===== src/rtl/pwq_pkg.sv =====
package pwq_pkg;
  typedef struct packed {
    logic push;      // take the offered posted write
    logic pop;       // hand the head entry to memory
    logic ucLoad;    // capture an uncached request
    logic respLoad;  // capture target return data
  } pwqStrobe_t;
endpackage


===== src/rtl/pwq_datapath.sv =====
module pwq_datapath
  import pwq_pkg::*;
#(
  parameter int ADDR_W    = 16,
  parameter int DATA_W    = 32,
  parameter int DEPTH     = 8,
  parameter int AGE_LIMIT = 16,
  localparam int PTR_W    = (DEPTH > 1) ? $clog2(DEPTH) : 1,
  localparam int CNT_W    = $clog2(DEPTH + 1),
  localparam int AGE_W    = $clog2(AGE_LIMIT + 1)
) (
  input  logic              clk,
  input  logic              rstN,
  input  pwqStrobe_t        strobe,
  input  logic [ADDR_W-1:0] wrAddr,
  input  logic [DATA_W-1:0] wrData,
  input  logic              wrIsoc,
  input  logic              ucIsWrite,
  input  logic [ADDR_W-1:0] ucAddr,
  input  logic [DATA_W-1:0] ucWdata,
  input  logic [DATA_W-1:0] tgtRdata,
  output logic [ADDR_W-1:0] memAddr,
  output logic [DATA_W-1:0] memData,
  output logic              memIsoc,
  output logic              memUrgent,
  output logic [CNT_W-1:0]  fifoCount,
  output logic              fifoEmpty,
  output logic              fifoFull,
  output logic              tgtIsWrite,
  output logic [ADDR_W-1:0] tgtAddr,
  output logic [DATA_W-1:0] tgtWdata,
  output logic [DATA_W-1:0] ucRespData
);

  logic [ADDR_W-1:0] entAddr [DEPTH];
  logic [DATA_W-1:0] entData [DEPTH];
  logic              entIsoc [DEPTH];
  logic [PTR_W-1:0]  wrPtr, rdPtr;
  logic [AGE_W-1:0]  headAge;

  function automatic logic [PTR_W-1:0] nextPtr(input logic [PTR_W-1:0] p);
    return (p == PTR_W'(DEPTH - 1)) ? '0 : p + PTR_W'(1);
  endfunction

  for (genvar e = 0; e < DEPTH; e++) begin : g_entry
    always_ff @(posedge clk) begin
      if (strobe.push && wrPtr == PTR_W'(e)) begin
        entAddr[e] <= wrAddr;
        entData[e] <= wrData;
        entIsoc[e] <= wrIsoc;
      end
    end
  end

  always_ff @(posedge clk) begin
    if (!rstN) begin
      wrPtr     <= '0;
      rdPtr     <= '0;
      fifoCount <= '0;
    end else begin
      if (strobe.push) wrPtr <= nextPtr(wrPtr);
      if (strobe.pop)  rdPtr <= nextPtr(rdPtr);
      fifoCount <= fifoCount + CNT_W'(strobe.push) - CNT_W'(strobe.pop);
    end
  end

  // age of the current head entry, restarted whenever the head changes
  always_ff @(posedge clk) begin
    if (!rstN) begin
      headAge <= '0;
    end else if (strobe.pop || fifoEmpty) begin
      headAge <= '0;
    end else if (headAge != AGE_W'(AGE_LIMIT)) begin
      headAge <= headAge + AGE_W'(1);
    end
  end

  always_ff @(posedge clk) begin
    if (!rstN) begin
      tgtIsWrite <= 1'b0;
      tgtAddr    <= '0;
      tgtWdata   <= '0;
      ucRespData <= '0;
    end else begin
      if (strobe.ucLoad) begin
        tgtIsWrite <= ucIsWrite;
        tgtAddr    <= ucAddr;
        tgtWdata   <= ucWdata;
      end
      if (strobe.respLoad) ucRespData <= tgtRdata;
    end
  end

  assign fifoEmpty = (fifoCount == '0);
  assign fifoFull  = (fifoCount == CNT_W'(DEPTH));
  assign memAddr   = entAddr[rdPtr];
  assign memData   = entData[rdPtr];
  assign memIsoc   = entIsoc[rdPtr];
  assign memUrgent = (headAge == AGE_W'(AGE_LIMIT));

endmodule


===== src/rtl/pwq_control.sv =====
module pwq_control
  import pwq_pkg::*;
#(
  parameter int DEPTH  = 8,
  localparam int CNT_W = $clog2(DEPTH + 1)
) (
  input  logic             clk,
  input  logic             rstN,
  input  logic             wrValid,
  input  logic             ucValid,
  input  logic             memReady,
  input  logic             tgtReady,
  input  logic [CNT_W-1:0] fifoCount,
  input  logic             fifoEmpty,
  input  logic             fifoFull,
  output logic             wrReady,
  output logic             ucReady,
  output logic             memValid,
  output logic             tgtValid,
  output logic             ucRespValid,
  output logic             ucBusy,
  output logic [CNT_W-1:0] barCnt,
  output pwqStrobe_t       strobe
);

  logic [CNT_W-1:0] countNext;
  logic             tgtFire;

  assign wrReady  = !fifoFull;
  assign ucReady  = !ucBusy;
  // forwarding opens once no older write remains
  assign tgtValid = ucBusy && (barCnt == '0);
  // younger writes wait while the barrier is being forwarded
  assign memValid = !fifoEmpty && !tgtValid;
  assign tgtFire  = tgtValid && tgtReady;

  always_comb begin
    strobe          = '0;
    strobe.push     = wrValid && wrReady;
    strobe.pop      = memValid && memReady;
    strobe.ucLoad   = ucValid && ucReady;
    strobe.respLoad = tgtFire;
  end

  // same-edge write counts as older than the barrier
  assign countNext = fifoCount + CNT_W'(strobe.push) - CNT_W'(strobe.pop);

  always_ff @(posedge clk) begin
    if (!rstN) begin
      ucBusy      <= 1'b0;
      barCnt      <= '0;
      ucRespValid <= 1'b0;
    end else begin
      ucRespValid <= tgtFire;
      if (strobe.ucLoad) begin
        ucBusy <= 1'b1;
        barCnt <= countNext;
      end else begin
        if (tgtFire) ucBusy <= 1'b0;
        if (ucBusy && strobe.pop && barCnt != '0) barCnt <= barCnt - CNT_W'(1);
      end
    end
  end

endmodule


===== src/rtl/pwq_top.sv =====
module pwq_top
  import pwq_pkg::*;
#(
  parameter int ADDR_W    = 16,
  parameter int DATA_W    = 32,
  parameter int DEPTH     = 8,
  parameter int AGE_LIMIT = 16
) (
  input  logic              clk,
  input  logic              rstN,
  input  logic              wrValid,
  output logic              wrReady,
  input  logic [ADDR_W-1:0] wrAddr,
  input  logic [DATA_W-1:0] wrData,
  input  logic              wrIsoc,
  input  logic              ucValid,
  output logic              ucReady,
  input  logic              ucIsWrite,
  input  logic [ADDR_W-1:0] ucAddr,
  input  logic [DATA_W-1:0] ucWdata,
  output logic              ucRespValid,
  output logic [DATA_W-1:0] ucRespData,
  output logic              memValid,
  input  logic              memReady,
  output logic [ADDR_W-1:0] memAddr,
  output logic [DATA_W-1:0] memData,
  output logic              memIsoc,
  output logic              memUrgent,
  output logic              tgtValid,
  input  logic              tgtReady,
  output logic              tgtIsWrite,
  output logic [ADDR_W-1:0] tgtAddr,
  output logic [DATA_W-1:0] tgtWdata,
  input  logic [DATA_W-1:0] tgtRdata
);

  localparam int CNT_W = $clog2(DEPTH + 1);

  pwqStrobe_t       strobe;
  logic [CNT_W-1:0] fifoCount;
  logic [CNT_W-1:0] barCnt;
  logic             fifoEmpty, fifoFull, ucBusy;

  pwq_control #(.DEPTH(DEPTH)) ctrl_i (
    .clk(clk), .rstN(rstN), .wrValid(wrValid), .ucValid(ucValid),
    .memReady(memReady), .tgtReady(tgtReady), .fifoCount(fifoCount),
    .fifoEmpty(fifoEmpty), .fifoFull(fifoFull), .wrReady(wrReady),
    .ucReady(ucReady), .memValid(memValid), .tgtValid(tgtValid),
    .ucRespValid(ucRespValid), .ucBusy(ucBusy), .barCnt(barCnt),
    .strobe(strobe)
  );

  pwq_datapath #(
    .ADDR_W(ADDR_W), .DATA_W(DATA_W), .DEPTH(DEPTH), .AGE_LIMIT(AGE_LIMIT)
  ) dp_i (
    .clk(clk), .rstN(rstN), .strobe(strobe), .wrAddr(wrAddr),
    .wrData(wrData), .wrIsoc(wrIsoc), .ucIsWrite(ucIsWrite),
    .ucAddr(ucAddr), .ucWdata(ucWdata), .tgtRdata(tgtRdata),
    .memAddr(memAddr), .memData(memData), .memIsoc(memIsoc),
    .memUrgent(memUrgent), .fifoCount(fifoCount), .fifoEmpty(fifoEmpty),
    .fifoFull(fifoFull), .tgtIsWrite(tgtIsWrite), .tgtAddr(tgtAddr),
    .tgtWdata(tgtWdata), .ucRespData(ucRespData)
  );

endmodule


===== config.mk =====
export PLATFORM = sky130hd
export DESIGN_NAME = pwq_top
export DESIGN_NICKNAME = d
export VERILOG_FILES = /design/src/rtl/pwq_pkg.sv /design/src/rtl/pwq_datapath.sv /design/src/rtl/pwq_control.sv /design/src/rtl/pwq_top.sv
export SDC_FILE = /design/constraint.sdc
export NUM_CORES = 1
export LEC_CHECK = 0
export ABC_CLOCK_PERIOD_IN_PS = 6800
export BUFFER_PORTS_ARGS = -buffer_cell sky130_fd_sc_hd__buf_2
export CAP_MARGIN = 15
export CORE_MARGIN = 2
export CORE_UTILIZATION = 30
export CTS_BUF_LIST = sky130_fd_sc_hd__clkbuf_16
export DETAILED_ROUTE_END_ITERATION = 10
export GPL_ROUTABILITY_DRIVEN = 0
export GPL_TIMING_DRIVEN = 0
export HOLD_SLACK_MARGIN = 0.1
export PLACE_DENSITY = 0.58
export SLEW_MARGIN = 20
export SYNTH_ARGS = -nofsm -noshare
export SYNTH_HDL_FRONTEND = slang
export SYNTH_SLANG_ARGS = --single-unit

===== constraint.sdc =====
create_clock -name clk -period 6.8 [get_ports clk]
set_input_delay 1.36 -clock clk [delete_from_list [all_inputs] [get_ports clk]]
set_output_delay 1.36 -clock clk [all_outputs]
set_load 0.1 [all_outputs]

* Word level (Yosys, flattened, before mapping)
Memory sizes are Yosys's and may differ from the RTL's. A register that Yosys moved wholly into a read port is not among the register bits. Cells that the tools add are included.
Word-level totals: register bits 102, RAM bits 392, bits of input ports 136, output and inout bits 136, memories kept 3
Memories:
- dp_i.entData | depth 8, bits a word 32, read ports 1, clocked after memory_dff 1, wr ports 1, line pwq_datapath.sv:36 | logic [DATA_W-1:0] entData [DEPTH];
- dp_i.entAddr | depth 8, bits a word 16, read ports 1, clocked after memory_dff 1, wr ports 1, line pwq_datapath.sv:35 | logic [ADDR_W-1:0] entAddr [DEPTH];
- dp_i.entIsoc | depth 8, bits a word 1, read ports 1, clocked after memory_dff 1, wr ports 1, line pwq_datapath.sv:37 | logic entIsoc [DEPTH];
Operators by class: $add $sub $neg 6, equality and inequality tests 11, multiplexer cells 91, bitwise operators 1, reductions and logical operators 49
Operators by type and width (number):
- two-way mux 32 bit | 7
- OR reduction 32 bit | 7
- two-way mux 16 bit | 7
- OR reduction 16 bit | 7
- two-way mux 3 bit | 29
- two-way mux 1 bit | 46
- logical AND 1 bit | 16
- == test 3 bit (second input constant) | 5
- logical NOT 4 bit | 2
- two-way mux 4 bit | 2
- OR reduction 1 bit | 7
- adder 3 x 1 -> 3 bit (second input constant) | 2
- == test 3 x 2 -> 1 bit (second input constant) | 2
- adder 5 x 1 -> 5 bit (second input constant) | 1
- == test 5 bit (second input constant) | 1
- != test 5 bit (second input constant) | 1
- adder 4 x 1 -> 4 bit | 1
- == test 4 bit (second input constant) | 1
- logical NOT 1 bit | 4
- nonzero test 2 bit | 2
- nonzero test 4 bit | 1
- subtractor 4 x 1 -> 4 bit | 1
- subtractor 4 x 1 -> 4 bit (second input constant) | 1
- == test 3 x 1 -> 1 bit (second input constant) | 1
- 4 further kinds | 4

* Longest topological paths before layout
Gate-level depths: netlist (run 1).
word-level depth 14, depth in mapped cells 13, mapped depth without buffers 13

* Cells and area by module
From an unflattened synthesis (run 1), not the netlist that was laid out.
Unflattened totals: cells, all modules 986, area total of the unflattened synthesis 19197.2 µm²
By module, submodules not included:
- pwq_datapath | times used 1, cells an instance 926, area an instance 18685.4 µm², sequential area each 13753.2 µm²
- pwq_control | times used 1, cells an instance 60, area an instance 511.7 µm², sequential area each 120.1 µm²

* Worst setup path after synthesis (run 1)
Ideal clock, no wire load.
kind register -> output, start register ctrl_i.barCnt[0], end output memValid, data arrival time 2.912 ns, setup slack 2.528 ns, cell stages (with the launch flop) 6, buffers on the path 0, path through dfxtp_1 -> inv_1 -> ha_1 -> nand3b_1 -> nor2_1 -> nor2_1
On the way: cells in the longest elaborated chain, start to end 4
RTL lines:
- start: declaration | line pwq_control.sv:22 | output logic [CNT_W-1:0] barCnt,
- start signal: assignment | line pwq_control.sv:57 | barCnt <= countNext;
- start signal: assignment | line pwq_control.sv:60 | if (ucBusy && strobe.pop && barCnt != '0) barCnt <= barCnt - CNT_W'(1);
- logical NOT 4 bit | line pwq_control.sv:32 | assign tgtValid = ucBusy && (barCnt == '0);
- logical AND 1 bit | line pwq_control.sv:32
- via tgtValid | line pwq_top.sv:29 | output logic tgtValid,
- logical NOT 1 bit | line pwq_control.sv:34 | assign memValid = !fifoEmpty && !tgtValid;
- logical AND 1 bit | line pwq_control.sv:34
- end: declaration | line pwq_top.sv:23 | output logic memValid,
The timed path passes the listed nets, and every way through them passes these cells.

==> results.md, run 1 <==
- Outcome: finished, final reports clean
- Sequential share of power: 39.9%
- Die W: 253 um
- CP bufs+invs: 3
- Reg2reg setup slack: 3.91 ns
- CP most frequent cell: buf_2
- Setup-failing EPs final: 0
- Worst Tran Pin Value: 0.925 ns
- Total CTS buffers: 53
- VDD IR max: 0.213 mV
- Register area: 13,900 um2
- Worst-Skew Late Latency: 0.61 ns
- Setup TNS: 0 ns
- Initial antenna violation count: 4
- PortBufs: 271
- Global-route wire length before repair: 66.0 mm
- Die Y: 253 um
- Switch Pwr: 3.19 mW
- Layout Nets: 1,485
- Post-DR wirelength/cell: 20.0 um
- Post-CTS setup buffers: 0
- Via count: 9,989
- CP Data Required Time: 5.44 ns
- Max Buffers Root-to-Sink: 3
- Final WL: 44.2 mm
- Number of I/O pins: 272
- Int Pwr: 5.76 mW
- TritonCTS clock tree: done
- FF+latch count, synth: 497
- Mapped Nets: 1,151
- CP top delay family: buffers and inverters
- Top cells by area, synth: edfxtp_1 63%, mux4_2 12%, dfxtp_1 11%, mux2_2 3.0%, nand2_1 2.1%
- Worst-path clk slew: 0.06 ns
- Placed Area: 21,300 um2
- Core area: 61,600 um2
- Final setup margin: 2.50 ns
- Clock Skews: 0.0231 ns
- Top cell type's share of synthesized area: 63.2%
- Slowest stage delay, CP: 0.73 ns
- Commonest non-fill, non-tap cells in the layout: 392 x edfxtp_1, 285 x buf_2, 106 x nand2_1
- Hold Path Class: flip-flop to flip-flop
- Clock root cell: clkbuf_16
- HPWL reported at the end of detailed placement: 28.0 mm
- # clock sinks: 497
- CP Launch Type: flip-flop
- Crit path DAT: 2.94 ns
- Asr flop ratio synth: 0%
- Sequential element share of the synthesized area: 74.5%
- Starting density of the core: 30.2%
- Achievable Freq: 0.232 GHz
- Crit path cell chain: buf_2 -> clkbuf_1 -> mux4_2 -> mux2_2 -> buf_2
- TritonRoute pass-1 iters: 7
- Post-CTS Hold Fix Bufs: 0
- Aggregate global routing overflow: 0
- Ys flop type: edfxtp_1
- Post-synth EDFFs: 392
- # H-tree levels: 2
- Area leader, netlist: edfxtp_1
- Area of the multi-input gates: 4440 um2
- Fin cells: 2,211
- Total GRT Usage: 13.9%
- Commonest non-fill, non-tap cell in the layout: edfxtp_1
- Post-route minimum period: 4.30 ns
- Largest net degree at the start of global routing: 34
- Slowest cell on the critical path: clkbuf_1
- Average cell area after synthesis: 18.7 um2
- PD cells: 390 nW/um2
- Vias/cell: 4.52
- Post-place setup slack: 3.01 ns
- Worst setup EP type: output port
- Lkg Pwr: 8.06 nW
- Starting DRT DRC Count: 514
- Hold_ws: 0.452 ns
- Sw Ratio: 35.6%
- Critical path class: flip-flop to output port
- Mapped Cells: 996
- YS warnings: 0
- Drt drc: 0
- MaxCap Viol Count: 0
- Layout area overhead: 23.1%
- Synth Cell Area: 18,600 um2
- Comb power frac: 29.7%
- Post_cts resized: 0
- Slew margin rel.: 38.3%
- Die area: 64,100 um2
- Final ANT Viol Nets: 0
- Netlist cell types: 43
- Vias in the first global route: 10,800
- Fill cell count: 5,789
- Clk pwr share: 30.4%
- Ratio of cells with drive above 1 in the final layout: 38.7%
- Slew Limit Fails: 0
- Fin area: 22,900 um2
- Placed Instances: 2,112
- RSZ-0062 raised after global routing: false
- Period utilization: 63.3%
- Max Fanout on Critical Path: 10
- Rows: 91
- Final Hold Fails: 0
-- registers in the layout, summed over array words and instances (netlist names), named ones only --
signal,cells
dp_i.wrPtr,3
ctrl_i.ucBusy,1
dp_i.fifoCount,4
dp_i.entAddr,128
dp_i.entIsoc,8
dp_i.tgtAddr,16
dp_i.ucRespData,32
dp_i.rdPtr,3
dp_i.tgtWdata,32
dp_i.tgtIsWrite,1
ctrl_i.ucRespValid,1
dp_i.headAge,5
ctrl_i.barCnt,4
dp_i.entData,256
-- Yosys cell counts, types with 3 or more instances --
| cell type | count |
|---|---|
| inv_1 | 18 |
| a22o_1 | 32 |
| mux4_2 | 98 |
| ha_1 | 18 |
| or3_1 | 4 |
| and3_1 | 8 |
| nand2_1 | 106 |
| a21oi_1 | 53 |
| buf_2 | 14 |
| buf_12 | 3 |
| mux2_2 | 50 |
| and2_1 | 3 |
| dfxtp_1 | 105 |
| o21ai_0 | 3 |
| edfxtp_1 | 392 |
| nand3_1 | 6 |
| nor2_1 | 12 |
| buf_4 | 3 |
| clkbuf_1 | 32 |
| mux2i_1 | 3 |
| xor2_1 | 4 |
| xnor2_1 | 3 |
-- layout make-up --
type,instances,share of cell area [%]
timing repair buffer,279,6.78
clock inverter,45,1.45
sequential,497,60.5
antenna,1,0.0109
inverter,19,0.311
tap,837,4.57
clock buffer,53,5.78
buffer,54,1.25
multi-input combinational,426,19.4
-- metal layers --
| layer | GRT usage [%] | routed length [um] |
|---|---|---|
| met1 | 17.3 | 18700 |
| met2 | 24.0 | 21800 |
| met3 | 3.41 | 2630 |
| met4 | 3.77 | 941 |
| met5 | 0 | 32 |
-- worst min-delay path: stages (launching register included) --
cell and delay [ns]:
dfxtp_1 0.30, nand2_1 0.05, a21oi_1 0.05
-- worst paths after layout --
kind                     start               end  depth (start not counted)
max                  flip-flop        memData[6]                          5
min           dp_i.tgtAddr[15]  dp_i.tgtAddr[15]                          2
max reg2reg  dp_i.fifoCount[2]  ctrl_i.barCnt[2]                         13
min reg2reg   dp_i.tgtAddr[15]  dp_i.tgtAddr[15]                          2
-- cells by family after synthesis --
family	after synthesis	synth area share, %
fa+ha+maj	19	1.32
buf+inv	73	1.93
xor+xnor	7	0.329
mux	151	15.0
compound gates	97	3.40
flops	497	74.5
simple gates	152	3.55
-- through the flow --
stage | power, mW | util (%)
after global routing | 9.33 | 37.2
after CTS | 9.09 | 37.2
after global placement | 6.30 | 34.2
after detailed placement | 6.34 | 34.5
final | 8.95 | 37.2
after floorplan | 5.77 | -
-- power groups by stage --
| stage | logic, mW | registers [mW] | clock network (mW) |
|---|---|---|---|
| 4_1_cts | 2.71 | 3.58 | 2.80 |
| 2_1_floorplan | 1.84 | 3.92 | 0 |
| 5_1_grt | 2.81 | 3.60 | 2.93 |
| 3_5_place_dp | 2.71 | 3.64 | 0 |
| 6_report | 2.66 | 3.58 | 2.72 |
| 3_3_place_gp | 2.65 | 3.65 | 0 |
Power figures use the tool's default switching activity.
==> run 2, diff against run 1 <==
--- a/config.mk
+++ b/config.mk
@@ -5,7 +5,8 @@
 export SDC_FILE = /design/constraint.sdc
 export NUM_CORES = 1
 export LEC_CHECK = 0
-export ABC_CLOCK_PERIOD_IN_PS = 6800
+export ABC_AREA = 1
+export ABC_CLOCK_PERIOD_IN_PS = 3500
 export BUFFER_PORTS_ARGS = -buffer_cell sky130_fd_sc_hd__buf_2
 export CAP_MARGIN = 15
 export CORE_MARGIN = 2
@@ -15,7 +16,7 @@
 export GPL_ROUTABILITY_DRIVEN = 0
 export GPL_TIMING_DRIVEN = 0
 export HOLD_SLACK_MARGIN = 0.1
-export PLACE_DENSITY = 0.58
+export PLACE_DENSITY = 0.6
 export SLEW_MARGIN = 20
 export SYNTH_ARGS = -nofsm -noshare
 export SYNTH_HDL_FRONTEND = slang
==> constraint.sdc (replaced) <==
create_clock -name clk -period 3.5 [get_ports clk]
set_input_delay 0.7 -clock clk [delete_from_list [all_inputs] [get_ports clk]]
set_output_delay 0.7 -clock clk [all_outputs]
set_load 0.1 [all_outputs]
==> run 2 against run 1 <==
  * Clock power rose by 95%
  * Sequential power grew 94%
  * Utilization up 0.18 points
  * Flip-flop and latch count stayed put
  * Sequential share of layout area decreased by 2.6 points
  * Critical endpoint is now memData[29]
  * Critical path type unchanged
  * Synthesized cell count grew 64%
  * Combinational power rose by 110%
  * Non-clock buffer count rose by 65
==> results.md, run 2 <==
- Average cell area after synthesis: 11.9 um2
- Post-CTS setup buffers: 0
- # clock sinks: 497
- Post-route minimum period: 3.39 ns
- YS warnings: 0
- Vias/cell: 4.68
- Mapped Cells: 1,629
- Ys flop type: edfxtp_1
- Hold Path Sink: dp_i.ucRespData[13]
- Setup TNS: 0 ns
- Vias in the first global route: 13,900
- List of most frequent post-synthesis cells: 392 x edfxtp_1, 313 x nor2_1, 240 x nand2_1, 202 x o21ai_0, 105 x dfxtp_1
- Hold path start: tgtRdata[13]
- Largest regs: dp_i.entData (256), dp_i.entAddr (128)
- Layout Nets: 2,138
- Adder-cell share of the synthesized area: 1.27%
- Largest net degree at the start of global routing: 22
- Hold_ws: 0.279 ns
- Critical path class: flip-flop to output port
- Starting density of the core: 30.2%
- Reg2reg setup slack: 0.65 ns
- Slowest stage delay, CP: 0.45 ns
- Crit path cell chain: clkbuf_1 -> inv_1 -> buf_2 -> buf_2 -> nand2_1 -> nand2_1 -> buf_2
- Mapped Nets: 1,784
- RSZ-0062 raised after global routing: true
- Worst r2r path cells: 14
- Aggregate global routing overflow: 0
- RR Startpoint: ctrl_i.barCnt[0]
- Lkg Pwr: 9.20 nW
- VDD IR max: 0.383 mV
- Clock root cell: clkbuf_16
- Global-route wire length before repair: 80.3 mm
- CP top delay family: buffers and inverters
- Number of I/O pins: 272
- CP bufs+invs: 5
- Starting DRT DRC Count: 953
- CP Depth: 7
- Commonest non-fill, non-tap cells in the layout: 392 x edfxtp_1, 311 x nor2_1, 311 x buf_2
- MaxCap Viol Count: 0
- Total GRT Usage: 15.5%
- Die area: 66,500 um2
- CP most frequent cell: buf_2
- Post-DR wirelength/cell: 18.0 um
- Ratio of cells with drive above 1 in the final layout: 22.3%
- Fin area: 24,000 um2
- TritonCTS clock tree: done
- Synth Cell Area: 19,300 um2
- Core area: 64,100 um2
- Clock Skews: 0.0504 ns
- Achievable Freq: 0.295 GHz
- Top cells by area, synth: edfxtp_1 61%, dfxtp_1 11%, nor2_1 6.1%, o21ai_0 5.2%, nand2_1 4.7%
- Final ANT Viol Nets: 0
- Rows: 93
- Die Y: 258 um
- Largest register FFs: 256
- Post-Synth XOR/XNOR Area: 0.0906%
- Top cell type's share of synthesized area: 60.9%
- Commonest non-fill, non-tap cell in the layout: edfxtp_1
- Slew Limit Fails: 0
- Post-place setup slack: 0.518 ns
- Fin util: 37.4%
- Drt drc: 0
- Final Hold Fails: 0
- Worst R2R End: ctrl_i.barCnt[2]
- Fin cells: 2,883
- Placed Area: 22,300 um2
- Post-synthesis simple-gate area fraction: 12.3%
- Post_cts resized: 5
- HPWL reported at the end of detailed placement: 36.1 mm
- Worst Tran Pin Value: 1.01 ns
- Synth Area in Compound Gates: 8.42%
- Hold Path Class: input port to flip-flop
- Outcome: finished, final reports clean
- Biggest register: dp_i.entData
- Hold Crit Depth: 3
- Placed Instances: 2,783
- Area leader, netlist: edfxtp_1
- Post-synth EDFFs: 392
- Largest family of logic cells by synthesized area: simple AND/OR/NAND/NOR gates
- Worst-Skew Late Latency: 0.62 ns
- Netlist cell types: 26
- Max Fanout on Critical Path: 10
- Setup-failing EPs final: 0
- Total CTS buffers: 53
- Final setup margin: 0.112 ns
- CP Launch Type: flip-flop
- FF+latch count, synth: 497
- Worst-path clk slew: 0.06 ns
- Most frequent cell after synthesis: edfxtp_1
- Via count: 13,500
- Proportion of synthesized area in mux cells: 2.59%
- Post-CTS Hold Fix Bufs: 0
- TritonRoute pass-1 iters: 5
- PortBufs: 270
- # H-tree levels: 2
- Crit path DAT: 2.69 ns
- CP Data Required Time: 2.80 ns
- Final WL: 52.0 mm
- Slew margin rel.: 32.5%
- Period utilization: 96.8%
- Worst setup EP type: output port
- Asr flop ratio synth: 0%
- Die W: 258 um
- PD cells: 743 nW/um2
- Power consumption: 17.8 mW
- Sequential element share of the synthesized area: 71.7%
- Layout area overhead: 24.0%
- Max Buffers Root-to-Sink: 3
- Slowest cell on the critical path: buf_2
- Initial antenna violation count: 11
-- run 2: changes by cell type in the layout (fill, tap and decap cells not counted), sizes merged, moves of 9 or more --
cell / delta
clkbuf: +9
nand2: +134
buf: +56
mux4: -98
nand3: +45
mux2: -50
a22o: -32
mux2i: +47
a21oi: -41
inv: +13
o22ai: +50
nor2: +301
o21ai: +245
-- run 2: worst min-delay path, cell delays in order --
cell     delay, ns
buf_2         0.08
nand2_1       0.04
nand2_1       0.04
-- run 2: cell type report --
| type | instances | area [um2] |
|---|---|---|
| fill | 6231 | 40100 |
| sequential | 497 | 13900 |
| multi-input combinational | 997 | 4860 |
| timing repair buffer | 299 | 1820 |
| clock buffer | 53 | 1330 |
| tap | 855 | 1070 |
| buffer | 99 | 571 |
| clock inverter | 46 | 325 |
| inverter | 36 | 135 |
| antenna | 1 | 2.50 |
-- run 2: per-layer routing --
layer | global-route usage (%) | up-vias | part of all wire [%]
met4 | 5.31 | 16 | 3.1
met2 | 26.5 | 498 | 48
met1 | 18.7 | 6434 | 40
li1 | - | 6434 | -
met3 | 4.48 | 114 | 8.2
met5 | 0 | - | 0.21
-- run 2: worst max path at each step --
stage	from	end
finish	flip-flop	memData[29]
detailed placement	flip-flop	memData[24]
global placement	wrValid	dp_i.entData[3][18]
global route	flip-flop	memAddr[4]
floorplan	dp_i.fifoCount[2]	dp_i.entAddr[3][0]
CTS	flip-flop	memData[17]
-- run 2: where the power goes --
group	total, mW	internal (mW)	switching, mW	leakage, nW
Sequential	6.95	6.82	0.132	4.42
Clock	5.31	2.98	2.33	0.828
Combinational	5.57	1.20	4.37	3.95
Total	17.8	11.0	6.83	9.20
-- run 2: kinds of logic (layout without fill, tap and decap cells) --
family	Yosys count	after routing
flops	497	497
other cells	0	1
xor+xnor	2	2
compound gates	312	312
buf+inv	135	533
mux	50	50
fa+ha+maj	19	19
simple gates	614	614
==> run 3, diff against run 2 <==
--- a/config.mk
+++ b/config.mk
@@ -10,14 +10,15 @@
 export BUFFER_PORTS_ARGS = -buffer_cell sky130_fd_sc_hd__buf_2
 export CAP_MARGIN = 15
 export CORE_MARGIN = 2
-export CORE_UTILIZATION = 30
+export CORE_UTILIZATION = 35
 export CTS_BUF_LIST = sky130_fd_sc_hd__clkbuf_16
 export DETAILED_ROUTE_END_ITERATION = 10
 export GPL_ROUTABILITY_DRIVEN = 0
 export GPL_TIMING_DRIVEN = 0
 export HOLD_SLACK_MARGIN = 0.1
-export PLACE_DENSITY = 0.6
+export PLACE_DENSITY = 0.66
 export SLEW_MARGIN = 20
 export SYNTH_ARGS = -nofsm -noshare
 export SYNTH_HDL_FRONTEND = slang
+export SYNTH_HIERARCHICAL = 1
 export SYNTH_SLANG_ARGS = --single-unit
==> run 3 against run 2 <==
  * Die area down 5.2%
  * Setup slack better by 0.039 ns
  * Synthesized area up 11%
  * Combinational power up 49%
  * Via count up 13%
  * First-iteration DRC count up 4.5%
  * Clock power up 8.5%
  * Clock skew down 0.0013 ns
  * Flip-flop and latch count unchanged
  * Power up 18%
  * Non-clock buffer count down 11
==> results.md, run 3 <==
- Mapped Cells: 2,244
- Worst R2R End: dp_i/entData[6][26]
- Post-CTS setup buffers: 0
- Number of I/O pins: 272
- Crit path DAT: 2.65 ns
- Layout Nets: 2,743
- Achievable Freq: 0.299 GHz
- Core area: 60,400 um2
- Post-route minimum period: 3.35 ns
- Fill cell count: 5,761
- Hold path start: ucWdata[25]
- Sequential element share of the synthesized area: 64.9%
- Max Fanout on Critical Path: 10
- Layout area overhead: 21.2%
- CP Data Required Time: 2.80 ns
- Top cell type's share of synthesized area: 55.0%
- Total CTS buffers: 53
- Post-DR wirelength/cell: 15.9 um
- Lkg Pwr: 12.3 nW
- Slowest cell on the critical path: clkbuf_1
- CP top delay family: buffers and inverters
- Post-synth EDFFs: 392
- FF+latch count, synth: 497
- Fin area: 25,900 um2
- Worst setup EP type: output port
- Rows: 90
- Aggregate global routing overflow: 0
- Asr flop ratio synth: 0%
- HPWL reported at the end of detailed placement: 36.3 mm
- Total GRT Usage: 17.0%
- Sequential share of power: 33.3%
- Mapped Nets: 2,403
- Die Y: 251 um
- Worst Tran Pin Value: 0.696 ns
- TritonRoute pass-1 iters: 6
- Biggest register: dp_i/entData
- Clock Skews: 0.0491 ns
- Synth Cell Area: 21,400 um2
- Commonest non-fill, non-tap cell in the layout: nand2_1
- Netlist cell types: 34
- CP most frequent cell: nand2_1
- Starting DRT DRC Count: 996
- RR Startpoint: dp_i/fifoCount[2]
- Hold Path Class: input port to flip-flop
- Setup-failing EPs final: 0
- Period utilization: 95.7%
- Commonest non-fill, non-tap cells in the layout: 658 x nand2_1, 440 x inv_1, 392 x edfxtp_1
- Area leader, netlist: edfxtp_1
- Average cell area after synthesis: 9.53 um2
- Fin util: 42.9%
- Largest net degree at the start of global routing: 44
- Clock root cell: clkbuf_16
- Power consumption: 21.1 mW
- Final Hold Fails: 0
- Switch Pwr: 9.17 mW
- List of most frequent post-synthesis cells: 658 x nand2_1, 432 x inv_1, 392 x edfxtp_1, 207 x nand3_1, 192 x nor2_1
- Sw Ratio: 43.5%
- Die W: 251 um
- Most frequent cell after synthesis: nand2_1
- PD cells: 813 nW/um2
- # H-tree levels: 2
- VDD IR max: 0.422 mV
- Worst-path clk slew: 0.06 ns
- Clk pwr share: 27.3%
- TritonCTS clock tree: done
- Worst-Skew Late Latency: 0.62 ns
- YS warnings: 6
- Vias in the first global route: 14,700
- Comb power frac: 39.3%
- Final ANT Viol Nets: 0
- Largest register FFs: 256
- Critical path class: flip-flop to output port
- Worst r2r path cells: 9
- Top cells by area, synth: edfxtp_1 55%, nand2_1 12%, dfxtp_1 9.8%, inv_1 7.6%, nand3_1 4.8%
- Vias/cell: 4.49
- Drt drc: 0
- Global-route wire length before repair: 82.8 mm
- Crit path cell chain: buf_6 -> inv_4 -> clkbuf_1 -> nand3_1 -> nand2_1 -> nand2_1 -> nand2_1 -> buf_2
- MaxCap Viol Count: 0
- Reg2reg setup slack: 0.41 ns
- CP Launch Type: flip-flop
- Slew Limit Fails: 0
- CP bufs+invs: 4
- Int Pwr: 11.9 mW
- Post-place setup slack: 0.357 ns
- RSZ-0062 raised after global routing: false
- Die area: 63,100 um2
- Crit path to: memAddr[4]
- Max Buffers Root-to-Sink: 3
- Final WL: 54.3 mm
- Ratio of cells with drive above 1 in the final layout: 17.5%
- Outcome: finished, final reports clean
- Largest regs: dp_i/entData (256), dp_i/entAddr (128)
- PortBufs: 271
- # clock sinks: 497
- Initial antenna violation count: 6
- Final setup margin: 0.151 ns
- Slew margin rel.: 53.5%
- Via count: 15,300
- Placed Area: 24,100 um2
- Hold Crit Depth: 3
- Slowest stage delay, CP: 0.49 ns
- Hold_ws: 0.301 ns
- CP Depth: 8
- Starting density of the core: 35.4%
- Ys flop type: edfxtp_1
-- run 3: cell count changes after synthesis, sizes merged, moves of 7 or more --
cell,previous run,this run
buf,59,69
clkbuf,40,33
inv,34,441
mux2i,50,2
nand2,240,663
nand3,51,208
nor2,313,193
o21ai,248,85
o22ai,50,0
-- run 3: through the flow --
step | instances | TNS (ns)
global placement | 3297 | -806.55
detailed placement | 3311 | 0
floorplan | 2244 | -92.99
finish | 3410 | 0
CTS | 3408 | 0
global route | 3408 | 0
-- run 3: cells by family (layout without fill, tap and decap cells) --
logic type	count (synthesis)	count (layout)	share of synthesized area, %
muxes	2	2	0.0936
DFF	497	497	64.9
adders and majority gates	23	23	1.42
other	0	2	0
xor gates and xnor gates	6	6	0.246
AOI/OAI and AO/OA	98	98	2.36
and+or+nand+nor	1075	1075	20.4
buffers and inverters	543	925	10.6
-- run 3: worst min-delay path by stage --
stage                     slack, ns                  to
after floorplan                0.47    ctrl_i/barCnt[1]
after global placement         0.46  dp_i/ucRespData[5]
after detailed placement       0.47  dp_i/ucRespData[0]
after CTS                      0.26    dp_i/tgtWdata[4]
after global routing           0.28   dp_i/tgtWdata[25]
final                          0.30   dp_i/tgtWdata[25]
-- run 3: layer usage --
metal	up-vias	part of all wire, %	global-route usage [%]
li1	7689	-	-
met1	6994	42	21.3
met3	94	7.6	3.61
met5	-	0.050	0
met4	4	2.6	5.12
met2	524	48	29.5
-- run 3: cell type report --
| class | count | area (um2) | area share (%) |
|---|---|---|---|
| sequential | 497 | 13900 | 53.5 |
| multi-input combinational | 1204 | 5290 | 20.4 |
| timing repair buffer | 285 | 1680 | 6.50 |
| inverter | 441 | 1670 | 6.43 |
| clock buffer | 54 | 1350 | 5.21 |
| tap | 782 | 978 | 3.78 |
| buffer | 102 | 608 | 2.35 |
| clock inverter | 43 | 460 | 1.78 |
| antenna | 2 | 5.00 | 0.0193 |
-- run 3: power groups by stage --
| stage | sequential (mW) | clock (mW) | combinational (mW) |
|---|---|---|---|
| after floorplan | 7.75 | 0 | 5.73 |
| after global placement | 7.20 | 0 | 8.17 |
| after detailed placement | 7.15 | 0 | 8.34 |
| after CTS | 7.03 | 5.87 | 8.37 |
| after global routing | 7.07 | 6.11 | 8.87 |
| final | 7.03 | 5.76 | 8.29 |
-- run 3: repair_timing --
action,CTS,global route
hold buffers,0,0
endpoints found under the setup margin,1,3
gates resized for setup,1,8
-- run 3: worst register-to-register path: stages, from the launching register on --
cell      delay (ns)
dfxtp_1         0.35
inv_1           0.09
ha_1            0.20
nor3b_1         0.15
nor2_1          0.32
clkbuf_1        0.35
nand2_1         0.28
nor2_4          0.60
buf_12          0.28
buf_16          0.18
